--- src/rtl/sru_pkg.sv ---
// Package: shared types for the iterative shift and rotate unit.
// Assumes: operation codes are fixed by the instruction decoder upstream.
package sru_pkg;

    typedef enum logic [2:0] {
        OP_SHL = 3'd0,
        OP_SAL = 3'd1,
        OP_SHR = 3'd2,
        OP_SAR = 3'd3,
        OP_ROL = 3'd4,
        OP_ROR = 3'd5,
        OP_RCL = 3'd6,
        OP_RCR = 3'd7
    } sru_op_e;

endpackage

--- src/rtl/sru_count_sel.sv ---
// Module: sru_count_sel
// Picks the shift count from the immediate or the count register and keeps
// only its low CNT_W bits.
// Assumes: SRC_W >= CNT_W.
module sru_count_sel #(
    parameter int SRC_W = 8,
    parameter int CNT_W = 5
) (
    input  logic             use_reg,
    input  logic [SRC_W-1:0] imm_val,
    input  logic [SRC_W-1:0] reg_val,
    output logic [CNT_W-1:0] count
);

    logic [SRC_W-1:0] chosen;

    // Select the count source, then truncate it to the used field.
    always_comb begin
        chosen = use_reg ? reg_val : imm_val;
        count  = chosen[CNT_W-1:0];
    end

endmodule

--- src/rtl/sru_step.sv ---
// Module: sru_step
// Combinational one-bit shift or rotate of a W-bit lane, giving the new
// value, the carry that leaves the lane, and the overflow for this step.
// Assumes: W >= 2; the caller holds the lane's upper context at zero.
module sru_step
    import sru_pkg::*;
#(
    parameter int W = 8
) (
    input  sru_op_e      op,
    input  logic [W-1:0] d,
    input  logic         cf_i,
    output logic [W-1:0] q,
    output logic         cf_o,
    output logic         of_o
);

    // One step of the selected operation, with its flag rules.
    always_comb begin
        q    = d;
        cf_o = cf_i;
        of_o = 1'b0;
        unique case (op)
            OP_SHL, OP_SAL: begin
                q    = {d[W-2:0], 1'b0};
                cf_o = d[W-1];
                of_o = d[W-2] ^ d[W-1];
            end
            OP_SHR: begin
                q    = {1'b0, d[W-1:1]};
                cf_o = d[0];
                of_o = d[W-1];
            end
            OP_SAR: begin
                q    = {d[W-1], d[W-1:1]};
                cf_o = d[0];
                of_o = 1'b0;
            end
            OP_ROL: begin
                q    = {d[W-2:0], d[W-1]};
                cf_o = d[W-1];
                of_o = d[W-2] ^ d[W-1];
            end
            OP_ROR: begin
                q    = {d[0], d[W-1:1]};
                cf_o = d[0];
                of_o = d[0] ^ d[W-1];
            end
            OP_RCL: begin
                q    = {d[W-2:0], cf_i};
                cf_o = d[W-1];
                of_o = d[W-2] ^ d[W-1];
            end
            OP_RCR: begin
                q    = {cf_i, d[W-1:1]};
                cf_o = d[0];
                of_o = cf_i ^ d[W-1];
            end
            default: begin
                q    = d;
                cf_o = cf_i;
                of_o = 1'b0;
            end
        endcase
    end

endmodule

--- src/rtl/sru_ctrl.sv ---
// Module: sru_ctrl
// Step sequencer: accepts a start when idle, counts down the steps, and
// pulses done once after the last step (or right away for a zero count).
// Assumes: start is a level sampled on each rising edge.
module sru_ctrl #(
    parameter int CNT_W = 5
) (
    input  logic             clk,
    input  logic             rst_n,
    input  logic             start,
    input  logic [CNT_W-1:0] count,
    output logic             accept,
    output logic             step_en,
    output logic             busy,
    output logic             done
);

    logic             busy_q;
    logic             done_q;
    logic [CNT_W-1:0] left_q;

    // A start is taken only while no operation is running.
    always_comb begin
        accept  = start && !busy_q;
        step_en = busy_q;
        busy    = busy_q;
        done    = done_q;
    end

    // Load the count, run it down one per cycle, and pulse done at the end.
    always_ff @(posedge clk) begin
        if (!rst_n) begin
            busy_q <= 1'b0;
            done_q <= 1'b0;
            left_q <= '0;
        end else begin
            done_q <= 1'b0;
            if (accept) begin
                if (count == '0) begin
                    done_q <= 1'b1;
                end else begin
                    busy_q <= 1'b1;
                    left_q <= count;
                end
            end else if (busy_q) begin
                left_q <= left_q - 1'b1;
                if (left_q == {{(CNT_W-1){1'b0}}, 1'b1}) begin
                    busy_q <= 1'b0;
                    done_q <= 1'b1;
                end
            end
        end
    end


    done_not_busy_chk: assert property (@(posedge clk) disable iff (!rst_n)
        done_q |-> !busy_q);


    busy_holds_chk: assert property (@(posedge clk) disable iff (!rst_n)
        (busy_q && left_q > {{(CNT_W-1){1'b0}}, 1'b1}) |=> (busy_q && !done_q));

endmodule

--- src/rtl/shift_rotate_unit.sv ---
// Module: shift_rotate_unit (top)
// Iterative byte/word shifter and rotator. Each busy cycle applies one
// single-bit step. CF is passed between steps, and OF is taken from the last step.
// Assumes: a new operation is issued only after done, or its start is dropped.
module shift_rotate_unit
    import sru_pkg::*;
#(
    parameter int DATA_W   = 16,
    parameter int NARROW_W = 8,
    parameter int SRC_W    = 8,
    parameter int CNT_W    = 5
) (
    input  logic              clk,
    input  logic              rst_n,
    input  logic              start,
    input  logic [2:0]        op,
    input  logic              wide,
    input  logic              count_src,
    input  logic [SRC_W-1:0]  imm_count,
    input  logic [SRC_W-1:0]  cl_value,
    input  logic [DATA_W-1:0] operand,
    input  logic              cf_in,
    input  logic              of_in,
    output logic              busy,
    output logic              done,
    output logic [DATA_W-1:0] result,
    output logic              cf_out,
    output logic              of_out
);

    localparam int UPPER_W = DATA_W - NARROW_W;
    localparam int NLANES  = 2;

    logic [CNT_W-1:0]  count_w;
    logic              accept;
    logic              step_en;
    logic [DATA_W-1:0] data_q;
    logic              cf_q;
    logic              of_q;
    sru_op_e           op_q;
    logic              wide_q;

    logic [DATA_W-1:0] lane_q  [NLANES];
    logic              lane_cf [NLANES];
    logic              lane_of [NLANES];

    sru_count_sel #(.SRC_W(SRC_W), .CNT_W(CNT_W)) u_cnt (
        .use_reg (count_src),
        .imm_val (imm_count),
        .reg_val (cl_value),
        .count   (count_w)
    );

    sru_ctrl #(.CNT_W(CNT_W)) u_ctrl (
        .clk     (clk),
        .rst_n   (rst_n),
        .start   (start),
        .count   (count_w),
        .accept  (accept),
        .step_en (step_en),
        .busy    (busy),
        .done    (done)
    );

    // Lane 0 steps the byte view, lane 1 the full word view.
    for (genvar g = 0; g < NLANES; g++) begin : g_lane
        localparam int LW = (g == 0) ? NARROW_W : DATA_W;
        logic [LW-1:0] q_w;
        logic          cf_w;
        logic          of_w;

        sru_step #(.W(LW)) u_step (
            .op   (op_q),
            .d    (data_q[LW-1:0]),
            .cf_i (cf_q),
            .q    (q_w),
            .cf_o (cf_w),
            .of_o (of_w)
        );

        // Zero-extend the lane result to the full data width.
        always_comb begin
            lane_q[g]        = '0;
            lane_q[g][LW-1:0] = q_w;
            lane_cf[g]       = cf_w;
            lane_of[g]       = of_w;
        end
    end

    // Capture the operation on accept, then apply one lane step per busy cycle.
    always_ff @(posedge clk) begin
        if (!rst_n) begin
            data_q <= '0;
            cf_q   <= 1'b0;
            of_q   <= 1'b0;
            op_q   <= OP_SHL;
            wide_q <= 1'b0;
        end else if (accept) begin
            data_q <= wide ? operand : {{UPPER_W{1'b0}}, operand[NARROW_W-1:0]};
            cf_q   <= cf_in;
            of_q   <= of_in;
            op_q   <= sru_op_e'(op);
            wide_q <= wide;
        end else if (step_en) begin
            data_q <= lane_q[wide_q];
            cf_q   <= lane_cf[wide_q];
            of_q   <= lane_of[wide_q];
        end
    end

    // Drive the held state straight onto the result ports.
    always_comb begin
        result = data_q;
        cf_out = cf_q;
        of_out = of_q;
    end


    zero_count_chk: assert property (@(posedge clk) disable iff (!rst_n)
        (start && !busy && count_w == '0) |=>
            (done && cf_out == $past(cf_in) && of_out == $past(of_in)));


    narrow_upper_chk: assert property (@(posedge clk) disable iff (!rst_n)
        !wide_q |-> (result[DATA_W-1:NARROW_W] == '0));


    sar_no_overflow_chk: assert property (@(posedge clk) disable iff (!rst_n)
        (done && op_q == OP_SAR && $past(busy)) |-> !of_out);


    hold_while_busy_chk: assert property (@(posedge clk) disable iff (!rst_n)
        busy |=> $stable(op_q) && $stable(wide_q));

endmodule

--- config.mk ---
export PLATFORM = sky130hd
export DESIGN_NAME = shift_rotate_unit
export DESIGN_NICKNAME = d
export VERILOG_FILES = /design/src/rtl/sru_pkg.sv /design/src/rtl/sru_count_sel.sv /design/src/rtl/sru_step.sv /design/src/rtl/sru_ctrl.sv /design/src/rtl/shift_rotate_unit.sv
export SDC_FILE = /design/constraint.sdc
export NUM_CORES = 1
export LEC_CHECK = 0
export ABC_AREA = 0
export BUFFER_PORTS_ARGS = -buffer_cell sky130_fd_sc_hd__buf_2
export CORE_MARGIN = 10
export CORE_UTILIZATION = 57
export CTS_CLUSTER_DIAMETER = 60
export CTS_CLUSTER_SIZE = 30
export DETAILED_ROUTE_END_ITERATION = 10
export PLACE_DENSITY = 0.89
export SKIP_CTS_REPAIR_TIMING = 1
export SYNTH_ARGS = -nofsm -noshare
export SYNTH_HDL_FRONTEND = slang
export SYNTH_HIERARCHICAL = 1
export SYNTH_SLANG_ARGS = --single-unit
--- constraint.sdc ---
create_clock -name clk -period 3.8 [get_ports clk]
set_input_delay 0.57 -clock clk [delete_from_list [all_inputs] [get_ports clk]]
set_output_delay 0.57 -clock clk [all_outputs]
set_load 0.03 [all_outputs]
==> reports/qor.log, run 1 <==
qor: timing.final_setup_violation_count 0
qor: timing.unrepaired_setup_endpoints_after_global_routing no
qor: timing.min_period 2.47 ns
qor: power_and_ir_drop.power_frac_comb 25.1%
qor: synthesis.synth-async-reset-ratio 0%
qor: cts.tritoncts_buffer_count 5
qor: timing.fin_worst_skew 0.00318 ns
qor: power_and_ir_drop.switch_share 30.2%
qor: job.max-cap-violations 0
qor: global_route.grt_usage 15.1%
qor: critical_path.crit_path_max_incr_delay 0.80 ns
qor: synthesis.synth.ff_latch_count 29
qor: timing.slew_headroom 34.3%
qor: cts.cts_sinks 29
qor: floorplanning.initial_utilization 60.3%
qor: global_route.grt_first_pass_wirelength 9.11 mm
qor: hold_path.min_path_cells 3
qor: routing.wl_per_cell 17.0 um
qor: global_route.first_global_vias 1957
qor: timing.final.period_utilization 65.0%
qor: critical_path.critical_path.n_buffers_inverters 0
qor: cells_and_area.areaGrowthSynthToFinish 14.9%
qor: floorplanning.area_of_the_core_region 0.00374 mm2
qor: power_and_ir_drop.power-per-cell-area 368 mW/mm2
qor: power_and_ir_drop.internal_power 666 uW
qor: cts.h-tree-depth 2
qor: cts.worst_case_clock_buffer_depth 2
qor: timing.fmaxAchievable 0.405 GHz
qor: routing.drtAntennaViolNets 0
qor: cells_and_area.drive_above_1_share 42.9%
qor: synthesis.post_synthesis_net_count 274
qor: synthesis.sequential_area_share_after_synthesis 25.7%
qor: timing.timing.final.hold_violations 0
qor: synthesis.post_synth.cell_area_avg 9.81 um2
qor: critical_path.slowest_stage dfxtp_1
qor: cts.tritoncts_clock_tree yes
qor: floorplanning.dieArea 0.00688 mm2
qor: critical_path.worst_r2r_startpoint op_q[2]
qor: routing.drt_first_iter_violations 124
qor: routing.num_vias 1910
qor: hold_path.worst_hold_path.endpoint result[1]
qor: floorplanning.fp-row-count 22
qor: critical_path.setup.worst_path.start_class flop
qor: critical_path.regToRegSetupSlack 1.33 ns
qor: routing.drcViolationCount 0
qor: synthesis.synth.cell_area 0.00226 mm2
qor: power_and_ir_drop.finalPower 954 uW
qor: timing.final_number_of_max_transition_violations 0
qor: synthesis.synthFlopType dfxtp_1
qor: critical_path.worstReg2RegEnd result[11]
qor: timing.setup-tns-final 0 ns
qor: cts.clkLatencyLatePin 0.28 ns
qor: critical_path.worst-path-max-fanout 17
qor: critical_path.required 3.97 ns
qor: timing.worst-slew-pin-transition 0.985 ns
qor: critical_path.path_cells nor2b_4, a21oi_4, mux2_2, and3_2, o311a_1
qor: synthesis.synthesis.instances 230
qor: placement.place.detailed.hpwl 3.89 mm
qor: power_and_ir_drop.peakVddDrop 248 uV
qor: critical_path.critPathArrivalTime 2.64 ns
qor: power_and_ir_drop.power.sequential.fraction 39.9%
qor: critical_path.criticalPathCategory flop to flop
qor: cells_and_area.nNetsFinal 318
qor: hold_path.worst_hold_path_type input port to flop
qor: outcome.run_status complete, no violations
qor: global_route.antenna_found_initial 0
qor: critical_path.critical-path-top-delay-family compound AO/OA/AOI/OAI gates
qor: cells_and_area.fillCellCount 312
qor: cells_and_area.multi_input_comb_area 0.00154 mm2
qor: critical_path.cp-end-kind flop
qor: routing.route.detailed.vias_per_inst 5.91
qor: power_and_ir_drop.power_leakage 1.16 nW
qor: cells_and_area.antenna_cells 0
qor: global_route.largest_net_degree_at_the_start_of_global_routing 33
qor: floorplanning.die-height 82.9 um
qor: critical_path.ff2ff_path_depth 5
qor: routing.detailedRoute.firstPassIterationCount 4
qor: placement.port_buffers 55
qor: global_route.grt-ovfl-total 0
qor: cts.cts_root_buffer_type clkbuf_8
qor: synthesis.synth.yosys.warnings 6
qor: hold_path.startpoint_of_the_tightest_hold_check_path operand[1]
qor: synthesis.synth-edff-count 0
qor: floorplanning.die_w 82.9 um
qor: floorplanning.pin_count 62
qor: cts.cts.clk_slew.worst_paths 0.07 ns
qor: power_and_ir_drop.power.share.clock 35.0%
qor: power_and_ir_drop.p_sw 288 uW
qor: routing.drt_wl_total 5.49 mm
qor: synthesis.yosys.cell_types.count 47
qor: cells_and_area.area_taken_by_flip_flops_and_latches 581 um2
qor: placement.routability_congestion_estimate_from_global_placement 0.806
[through the flow]
stage               setup slack [ns]  util (%)  cell area (um2)  hold WS (ns)  instances
global placement                1.39      66.2             2480         0.519        315
global route                    1.24      69.3             2590         0.524        323
detailed placement              1.35      66.2             2480         0.524        315
floorplan                       1.77         -             2260         0.496        230
finish                          1.33      69.3             2590         0.523        323
CTS                             1.32      69.3             2590         0.520        323
[synth_stat cells, types with 3 or more instances]
cell type,number,share of area [%]
o311a_1,8,3.5
a31oi_1,5,1.4
a21bo_2,8,3.5
mux2i_1,16,7.1
nand2b_1,13,3.6
mux2_2,18,9.0
and3_2,7,2.3
dfxtp_1,29,26
nor2b_1,18,5.0
nor2_1,3,0.50
inv_1,3,0.50
buf_2,7,1.6
mux2_4,11,7.3
nand3_1,11,2.4
nand2_1,10,1.7
clkbuf_1,3,0.50
o221ai_1,12,4.7
o21ai_0,4,0.89
buf_4,5,1.7
[state kept, by name (all words and copies together) (netlist names)]
name / flops
cf_out: 1
of_out: 1
op_q: 3
result: 16
u_ctrl/busy: 1
u_ctrl/done: 1
u_ctrl/left_q: 5
wide_q: 1
[final cells by class]
cell class                      count  share of cell area (%)
Clock buffer                        7                    3.33
Clock inverter                      1                    1.16
Inverter                            3                   0.434
Multi-Input combinational cell    179                    59.5
Sequential cell                    29                    22.4
Tap cell                           48                    2.32
Timing Repair Buffer               56                    10.9
[worst min-delay path, delay by kind of cell]
kind	cells	cell delay [ns]
buffers and inverters	1	0.07
AO/OA/AOI/OAI	1	0.06
AND/OR/NAND/NOR	1	0.06
[cells by family (layout without fill, tap and decap cells)]
family / Yosys count / after routing / synth area share (%)
and+or+nand+nor: 76 / 76 / 21.5
AOI/OAI and AO/OA: 54 / 54 / 21.5
muxes: 45 / 45 / 23.4
DFF: 29 / 29 / 25.7
buffers and inverters: 22 / 67 / 6.04
adders and majority gates: 2 / 2 / 1.11
xor gates and xnor gates: 2 / 2 / 0.776
[layer usage]
layer  part of all wire [%]  track usage [%]  vias to the layer above  wire (um)
met4                   0.42             4.46                        0         23
met5                      0                0                        -          0
met2                     50             25.9                       36       2750
met3                    4.5             4.88                        3        246
met1                     45             17.3                      913       2470
li1                       -                -                      958          -
[cell usage in the layout (no fill, tap or decap), types with 3 or more instances in the layout]
cell type | netlist | final
a21bo_2 | 8 | 8
a31oi_1 | 5 | 5
and3_2 | 7 | 7
buf_2 | 7 | 55
clkbuf_8 | 0 | 6
dfxtp_1 | 29 | 29
inv_1 | 3 | 3
mux2_2 | 18 | 18
mux2_4 | 11 | 11
mux2i_1 | 16 | 16
nand2_1 | 10 | 10
nand2b_1 | 13 | 13
nand3_1 | 11 | 11
nor2_1 | 3 | 3
nor2b_1 | 18 | 17
o21ai_0 | 4 | 4
o221ai_1 | 12 | 12
o311a_1 | 8 | 8
[power by group through the flow]
stage | combinational, mW | sequential (mW) | clock, mW
2_1_floorplan | 0.176 | 0.391 | 0
3_3_place_gp | 0.233 | 0.384 | 0
3_5_place_dp | 0.240 | 0.386 | 0
4_1_cts | 0.241 | 0.380 | 0.337
5_1_grt | 0.261 | 0.386 | 0.351
6_report | 0.240 | 0.381 | 0.334
[worst max-delay path by stage]
| stage | startpoint | endpoint | slack (ns) | depth (start not counted) |
|---|---|---|---|---|
| finish | op_q[2] | result[11] | 1.33 | 5 |
| global route | op_q[2] | result[11] | 1.24 | 5 |
| CTS | op_q[2] | result[11] | 1.32 | 5 |
| detailed placement | op_q[2] | result[11] | 1.35 | 5 |
| global placement | op_q[2] | result[11] | 1.39 | 5 |
| floorplan | count_src | u_ctrl/left_q[4] | 1.77 | 5 |
No activity file was read; power rests on OpenSTA's default activity.
==> inputs of run 2 (changes only) <==
--- a/config.mk
+++ b/config.mk
@@ -8,11 +8,11 @@
 export ABC_AREA = 0
 export BUFFER_PORTS_ARGS = -buffer_cell sky130_fd_sc_hd__buf_2
 export CORE_MARGIN = 10
-export CORE_UTILIZATION = 57
+export CORE_UTILIZATION = 48
 export CTS_CLUSTER_DIAMETER = 60
 export CTS_CLUSTER_SIZE = 30
 export DETAILED_ROUTE_END_ITERATION = 10
-export PLACE_DENSITY = 0.89
+export PLACE_DENSITY = 0.8
 export SKIP_CTS_REPAIR_TIMING = 1
 export SYNTH_ARGS = -nofsm -noshare
 export SYNTH_HDL_FRONTEND = slang
==> constraint.sdc (replaced) <==
create_clock -name clk -period 2 [get_ports clk]
set_input_delay 0.3 -clock clk [delete_from_list [all_inputs] [get_ports clk]]
set_output_delay 0.3 -clock clk [all_outputs]
set_load 0.03 [all_outputs]
==> reports/qor.log, run 2 (synthesized netlist as in run 1, its figures left out) <==
qor: outcome.run_status complete, no violations
qor: routing.drtAntennaViolNets 0 [unchanged]
qor: power_and_ir_drop.power_leakage 1.21 nW [+4.0%]
qor: cts.cts.clk_slew.worst_paths 0.07 ns [about the same]
qor: timing.timing.final.hold_violations 0 [unchanged]
qor: timing.final_number_of_max_transition_violations 0 [unchanged]
qor: hold_path.worst_hold_path_type input port to flop
qor: floorplanning.area_of_the_core_region 0.00444 mm2 [+19%]
qor: cells_and_area.areaGrowthSynthToFinish 18.2%
qor: routing.drt_wl_total 5.68 mm [+3.4%]
qor: cells_and_area.fillCellCount 401 [+29%]
qor: cells_and_area.nNetsFinal 326 [+2.5%]
qor: cts.cts_sinks 29 [unchanged]
qor: critical_path.cp-end-kind flop
qor: cts.clkLatencyLatePin 0.29 ns [about the same]
qor: floorplanning.fp-row-count 24 [+9.1%]
qor: critical_path.worst-path-max-fanout 15 [-2]
qor: cts.cts_root_buffer_type clkbuf_8
qor: cells_and_area.antenna_cells 0 [unchanged]
qor: timing.final.period_utilization 90.0% [+25 points]
qor: global_route.grt_first_pass_wirelength 9.34 mm [+2.4%]
qor: global_route.largest_net_degree_at_the_start_of_global_routing 37 [+12%]
qor: floorplanning.dieArea 0.00785 mm2 [+14%]
qor: timing.fin_worst_skew 0.00925 ns [+0.00607 ns]
qor: placement.place.detailed.hpwl 4.06 mm [+4.5%]
qor: critical_path.setup.worst_path.start_class flop
qor: critical_path.required 2.18 ns [-1.79 ns]
qor: floorplanning.die_w 88.6 um [+6.8%]
qor: routing.drt_first_iter_violations 185 [+49%]
qor: global_route.antenna_found_initial 0 [unchanged]
qor: cells_and_area.mostFrequentLayoutCell buf_2
qor: global_route.grt_usage 14.6% [-0.47 points]
qor: floorplanning.pin_count 62 [unchanged]
qor: cts.worst_case_clock_buffer_depth 2 [unchanged]
qor: routing.wl_per_cell 17.0 um [-0.32%]
qor: timing.final_setup_violation_count 0 [unchanged]
qor: power_and_ir_drop.power-per-cell-area 657 mW/mm2 [+79%]
qor: placement.port_buffers 55 [unchanged]
qor: timing.min_period 1.80 ns [-0.671 ns]
qor: cells_and_area.area_taken_by_flip_flops_and_latches 581 um2 [unchanged]
qor: cts.tritoncts_buffer_count 5 [unchanged]
qor: cts.tritoncts_clock_tree yes
qor: cts.h-tree-depth 2 [unchanged]
qor: timing.slew_headroom 72.8% [+39 points]
qor: routing.drcViolationCount 0 [unchanged]
qor: global_route.grt-ovfl-total 0 [unchanged]
qor: power_and_ir_drop.peakVddDrop 443 uV [+78%]
qor: cells_and_area.finalNonFillerCells 335 [+3.7%]
qor: global_route.first_global_vias 2014 [+2.9%]
qor: placement.routability_congestion_estimate_from_global_placement 0.812 [+0.73%]
qor: routing.num_vias 1955 [+2.4%]
qor: timing.worst-slew-pin-transition 0.408 ns [-0.577 ns]
qor: cells_and_area.drive_above_1_share 44.9% [+2.0 points]
qor: floorplanning.initial_utilization 50.8% [-9.5 points]
qor: critical_path.ff2ff_path_depth 6 [+1]
qor: hold_path.min_path_cells 3 [unchanged]
qor: timing.hold_slack 0.244 ns [-0.279 ns]
qor: floorplanning.die-height 88.6 um [+6.8%]
qor: cells_and_area.multi_input_comb_area 0.00154 mm2 [unchanged]
qor: routing.detailedRoute.firstPassIterationCount 4 [unchanged]
qor: critical_path.critPathArrivalTime 1.98 ns [-0.66 ns]
qor: cells_and_area.commonest_cells_after_routing_fill_and_taps_aside buf_2 (55), dfxtp_1 (29), mux2_2 (18)
qor: cells_and_area.max_ffs_per_register 16 [unchanged]
qor: placement.place_inst 327 [+3.8%]
qor: routing.route.detailed.vias_per_inst 5.84 [-1.3%]
qor: job.max-cap-violations 0 [unchanged]
qor: critical_path.criticalPathCategory flop to flop
qor: timing.unrepaired_setup_endpoints_after_global_routing no
qor: timing.fmaxAchievable 0.556 GHz [+37%]
==> run 2: changes by cell type in the layout (fill, tap and decap cells not counted), sizes merged <==
cell / before / now
buf: 56 / 64
bufinv: 1 / 0
clkinv: 0 / 1
==> run 2: final timing paths <==
path                 from         end  slack [ns]
setup / recovery  op_q[2]  result[11]        0.20
hold / removal      of_in      of_out        0.24
setup reg to reg  op_q[2]  result[11]        0.20
hold reg to reg    of_out      of_out        0.55
==> run 2: critical path, stage by stage (launching register included) <==
cell and delay (ns):
dfxtp_1 0.46, nor2b_4 0.08, a21oi_4 0.14, buf_12 0.17, mux2_2 0.34, and3_2 0.19, o311a_1 0.31
==> run 2: power breakdown <==
group	internal, mW	leakage (nW)	total [mW]	switching [mW]
clock network	0.311	0.0542	0.549	0.239
registers	0.625	0.239	0.689	0.0642
logic	0.253	0.912	0.515	0.262
total	1.19	1.21	1.75	0.565
==> run 2: final cells by class <==
| type | count | area share [%] |
|---|---|---|
| timing repair buffer | 64 | 13.8 |
| inverter | 3 | 0.422 |
| tap | 52 | 2.44 |
| clock inverter | 1 | 0.188 |
| clock buffer | 7 | 3.61 |
| multi-input combinational | 179 | 57.8 |
| sequential | 29 | 21.8 |
==> run 2: layer usage <==
metal / vias up / part of all wire, % / GRT usage [%]
li1: 974 / - / -
met1: 935 / 42 / 16.2
met2: 39 / 51 / 26.3
met3: 7 / 5.5 / 4.50
met4: 0 / 1.3 / 4.41
met5: - / 0 / 0
==> run 2: through the flow <==
step	setup TNS [ns]	worst slack [ns]	total power, mW	area (um2)	util (%)
after global routing	0	0.131	1.84	2670	60.1
after floorplan	0	0.107	1.08	2260	-
after detailed placement	-0.0244	-0.0244	1.22	2570	57.8
after CTS	0	0.187	1.77	2670	60.1
after global placement	0	0.0301	1.20	2570	57.8
final	0	0.201	1.75	2670	60.1
==> inputs of run 3 (changes only) <==
--- a/config.mk
+++ b/config.mk
@@ -7,6 +7,7 @@
 export LEC_CHECK = 0
 export ABC_AREA = 0
 export BUFFER_PORTS_ARGS = -buffer_cell sky130_fd_sc_hd__buf_2
+export CORE_ASPECT_RATIO = 1.75
 export CORE_MARGIN = 10
 export CORE_UTILIZATION = 48
 export CTS_CLUSTER_DIAMETER = 60
==> reports/qor.log, run 3 (synthesized netlist as in run 1, its figures left out) <==
qor: outcome.run_status complete, no violations
qor: power_and_ir_drop.power.share.clock 28.5% [-2.8 points]
qor: power_and_ir_drop.power-per-cell-area 631 mW/mm2 [-3.9%]
qor: global_route.antenna_found_initial 0 [unchanged]
qor: floorplanning.pin_count 62 [unchanged]
qor: critical_path.worst-path-max-fanout 15 [unchanged]
qor: timing.final_number_of_max_transition_violations 0 [unchanged]
qor: cts.clkLatencyLatePin 0.28 ns [about the same]
qor: cells_and_area.nNetsFinal 328 [+0.61%]
qor: floorplanning.initial_utilization 48.8% [-2.0 points]
qor: cells_and_area.mostFrequentLayoutCell buf_2
qor: placement.routability_congestion_estimate_from_global_placement 0.777 [-4.2%]
qor: routing.drt_wl_total 5.58 mm [-1.8%]
qor: critical_path.path_cells nor2b_4, a21oi_4, buf_12, mux2_2, and3_2, o311a_1
qor: cells_and_area.antenna_cells 0 [unchanged]
qor: global_route.first_global_vias 2079 [+3.2%]
qor: floorplanning.die-height 111 um [+25%]
qor: critical_path.crit_path_max_incr_delay 0.47 ns [about the same]
qor: critical_path.slowest_stage dfxtp_1
qor: cts.cts.clk_slew.worst_paths 0.07 ns [about the same]
qor: routing.route.detailed.vias_per_inst 5.86 [+0.47%]
qor: routing.drtAntennaViolNets 0 [unchanged]
qor: placement.placement.cell_area 0.00258 mm2 [+0.59%]
qor: routing.num_vias 1976 [+1.1%]
qor: cells_and_area.areaGrowthSynthToFinish 18.2% [unchanged]
qor: job.max-cap-violations 0 [unchanged]
qor: power_and_ir_drop.power_leakage 1.21 nW [about the same]
qor: timing.final.period_utilization 91.9% [+2.0 points]
qor: critical_path.cp-end-kind flop
qor: placement.port_buffers 55 [unchanged]
qor: global_route.grt_usage 14.1% [-0.59 points]
qor: timing.unrepaired_setup_endpoints_after_global_routing no
qor: cells_and_area.max_ffs_per_register 16 [unchanged]
qor: timing.slew_headroom 72.2% [-0.60 points]
qor: floorplanning.dieArea 0.00795 mm2 [+1.4%]
qor: cts.tritoncts_clock_tree yes
qor: cells_and_area.stdcell_area 0.00267 mm2 [unchanged]
qor: timing.final_setup_violation_count 0 [unchanged]
qor: global_route.grt_first_pass_wirelength 9.56 mm [+2.4%]
qor: critical_path.setup.worst_path.start_class flop
qor: timing.hold_slack 0.253 ns [+0.00918 ns]
qor: power_and_ir_drop.power_frac_comb 30.8% [+1.4 points]
qor: power_and_ir_drop.switch_share 33.4% [+1.2 points]
qor: timing.timing.final.hold_violations 0 [unchanged]
qor: cells_and_area.fillCellCount 421 [+5.0%]
qor: critical_path.critical_path.n_buffers_inverters 1 [unchanged]
qor: timing.worst-slew-pin-transition 0.413 ns [+0.00512 ns]
qor: power_and_ir_drop.internal_power 1.12 mW [-5.7%]
qor: cts.worst_case_clock_buffer_depth 2 [unchanged]
qor: placement.place.detailed.hpwl 4.23 mm [+4.0%]
qor: critical_path.required 2.17 ns [about the same]
qor: cts.h-tree-depth 2 [unchanged]
qor: power_and_ir_drop.power.sequential.fraction 40.7% [+1.4 points]
qor: floorplanning.area_of_the_core_region 0.00462 mm2 [+4.1%]
qor: power_and_ir_drop.peakVddDrop 479 uV [+8.1%]
qor: global_route.grt-ovfl-total 0 [unchanged]
qor: critical_path.critical-path-top-delay-family compound AO/OA/AOI/OAI gates
qor: floorplanning.die_w 71.8 um [-19%]
qor: cts.cts_sinks 29 [unchanged]
qor: routing.drcViolationCount 0 [unchanged]
qor: timing.min_period 1.84 ns [+0.0395 ns]
qor: critical_path.critPathArrivalTime 2.01 ns [+0.03 ns]
qor: routing.detailedRoute.firstPassIterationCount 4 [unchanged]
qor: timing.fmaxAchievable 0.544 GHz [-2.1%]
qor: timing.fin_worst_skew 0.00992 ns [+0.000669 ns]
qor: routing.drt_first_iter_violations 67 [-64%]
qor: cts.cts_root_buffer_type clkbuf_8
qor: cts.tritoncts_buffer_count 5 [unchanged]
qor: global_route.largest_net_degree_at_the_start_of_global_routing 42 [+14%]
qor: routing.wl_per_cell 16.6 um [-2.4%]
qor: critical_path.criticalPathCategory flop to flop
qor: floorplanning.fp-row-count 33 [+38%]
qor: power_and_ir_drop.p_sw 563 uW [-0.29%]
qor: hold_path.worst_hold_path_type input port to flop
qor: cells_and_area.commonest_cells_after_routing_fill_and_taps_aside buf_2 (55), dfxtp_1 (29), mux2_2 (18)
qor: cells_and_area.drive_above_1_share 45.3% [+0.39 points]
==> run 3: metrics by stage <==
| step | setup TNS (ns) | total power [mW] | utilization [%] | instances | setup slack [ns] |
|---|---|---|---|---|---|
| after detailed placement | -0.0115 | 1.22 | 55.8 | 329 | -0.0115 |
| after global routing | 0 | 1.77 | 57.7 | 337 | 0.0692 |
| after CTS | 0 | 1.70 | 57.7 | 337 | 0.148 |
| after global placement | 0 | 1.20 | 55.8 | 329 | 0.0293 |
| after floorplan | 0 | 1.08 | - | 230 | 0.107 |
| final | 0 | 1.68 | 57.7 | 337 | 0.161 |
==> run 3: layout make-up <==
cell class	instances	area, um2	area share [%]
repair buffers	66	383	14.3
inverters	3	11.3	0.422
clock inverters	3	17.5	0.656
well taps	52	65.1	2.44
flip-flops and latches	29	581	21.8
multi-input cells	179	1540	57.8
clock buffers	5	68.8	2.58
==> run 3: final timing paths <==
path	from	depth (start not counted)	slack (ns)	to
min reg2reg	u_ctrl/left_q[0]	2	0.53	u_ctrl/left_q[0]
min	operand[2]	3	0.25	result[2]
max reg2reg	op_q[2]	6	0.16	result[11]
max	op_q[2]	6	0.16	result[11]
==> run 3: per-layer routing <==
| metal | wire length, um | track usage, % | vias up |
|---|---|---|---|
| met5 | 0 | 0 | - |
| met4 | 61 | 4.80 | 0 |
| met3 | 232 | 3.41 | 4 |
| met2 | 3170 | 25.9 | 34 |
| met1 | 2120 | 14.6 | 959 |
| li1 | - | - | 979 |
==> run 3: worst reg2reg max path: stages, from the launching register on <==
cell	delay [ns]
dfxtp_1	0.47
nor2b_4	0.08
a21oi_4	0.14
buf_12	0.18
mux2_2	0.35
and3_2	0.19
o311a_1	0.33
==> run 3: power by group through the flow <==
stage               sequential [mW]  clock [mW]  combinational, mW
detailed placement            0.699           0              0.523
CTS                           0.686       0.491              0.524
finish                        0.686       0.479              0.519
global placement              0.697           0              0.508
floorplan                     0.744           0              0.334
global route                  0.696       0.512              0.565
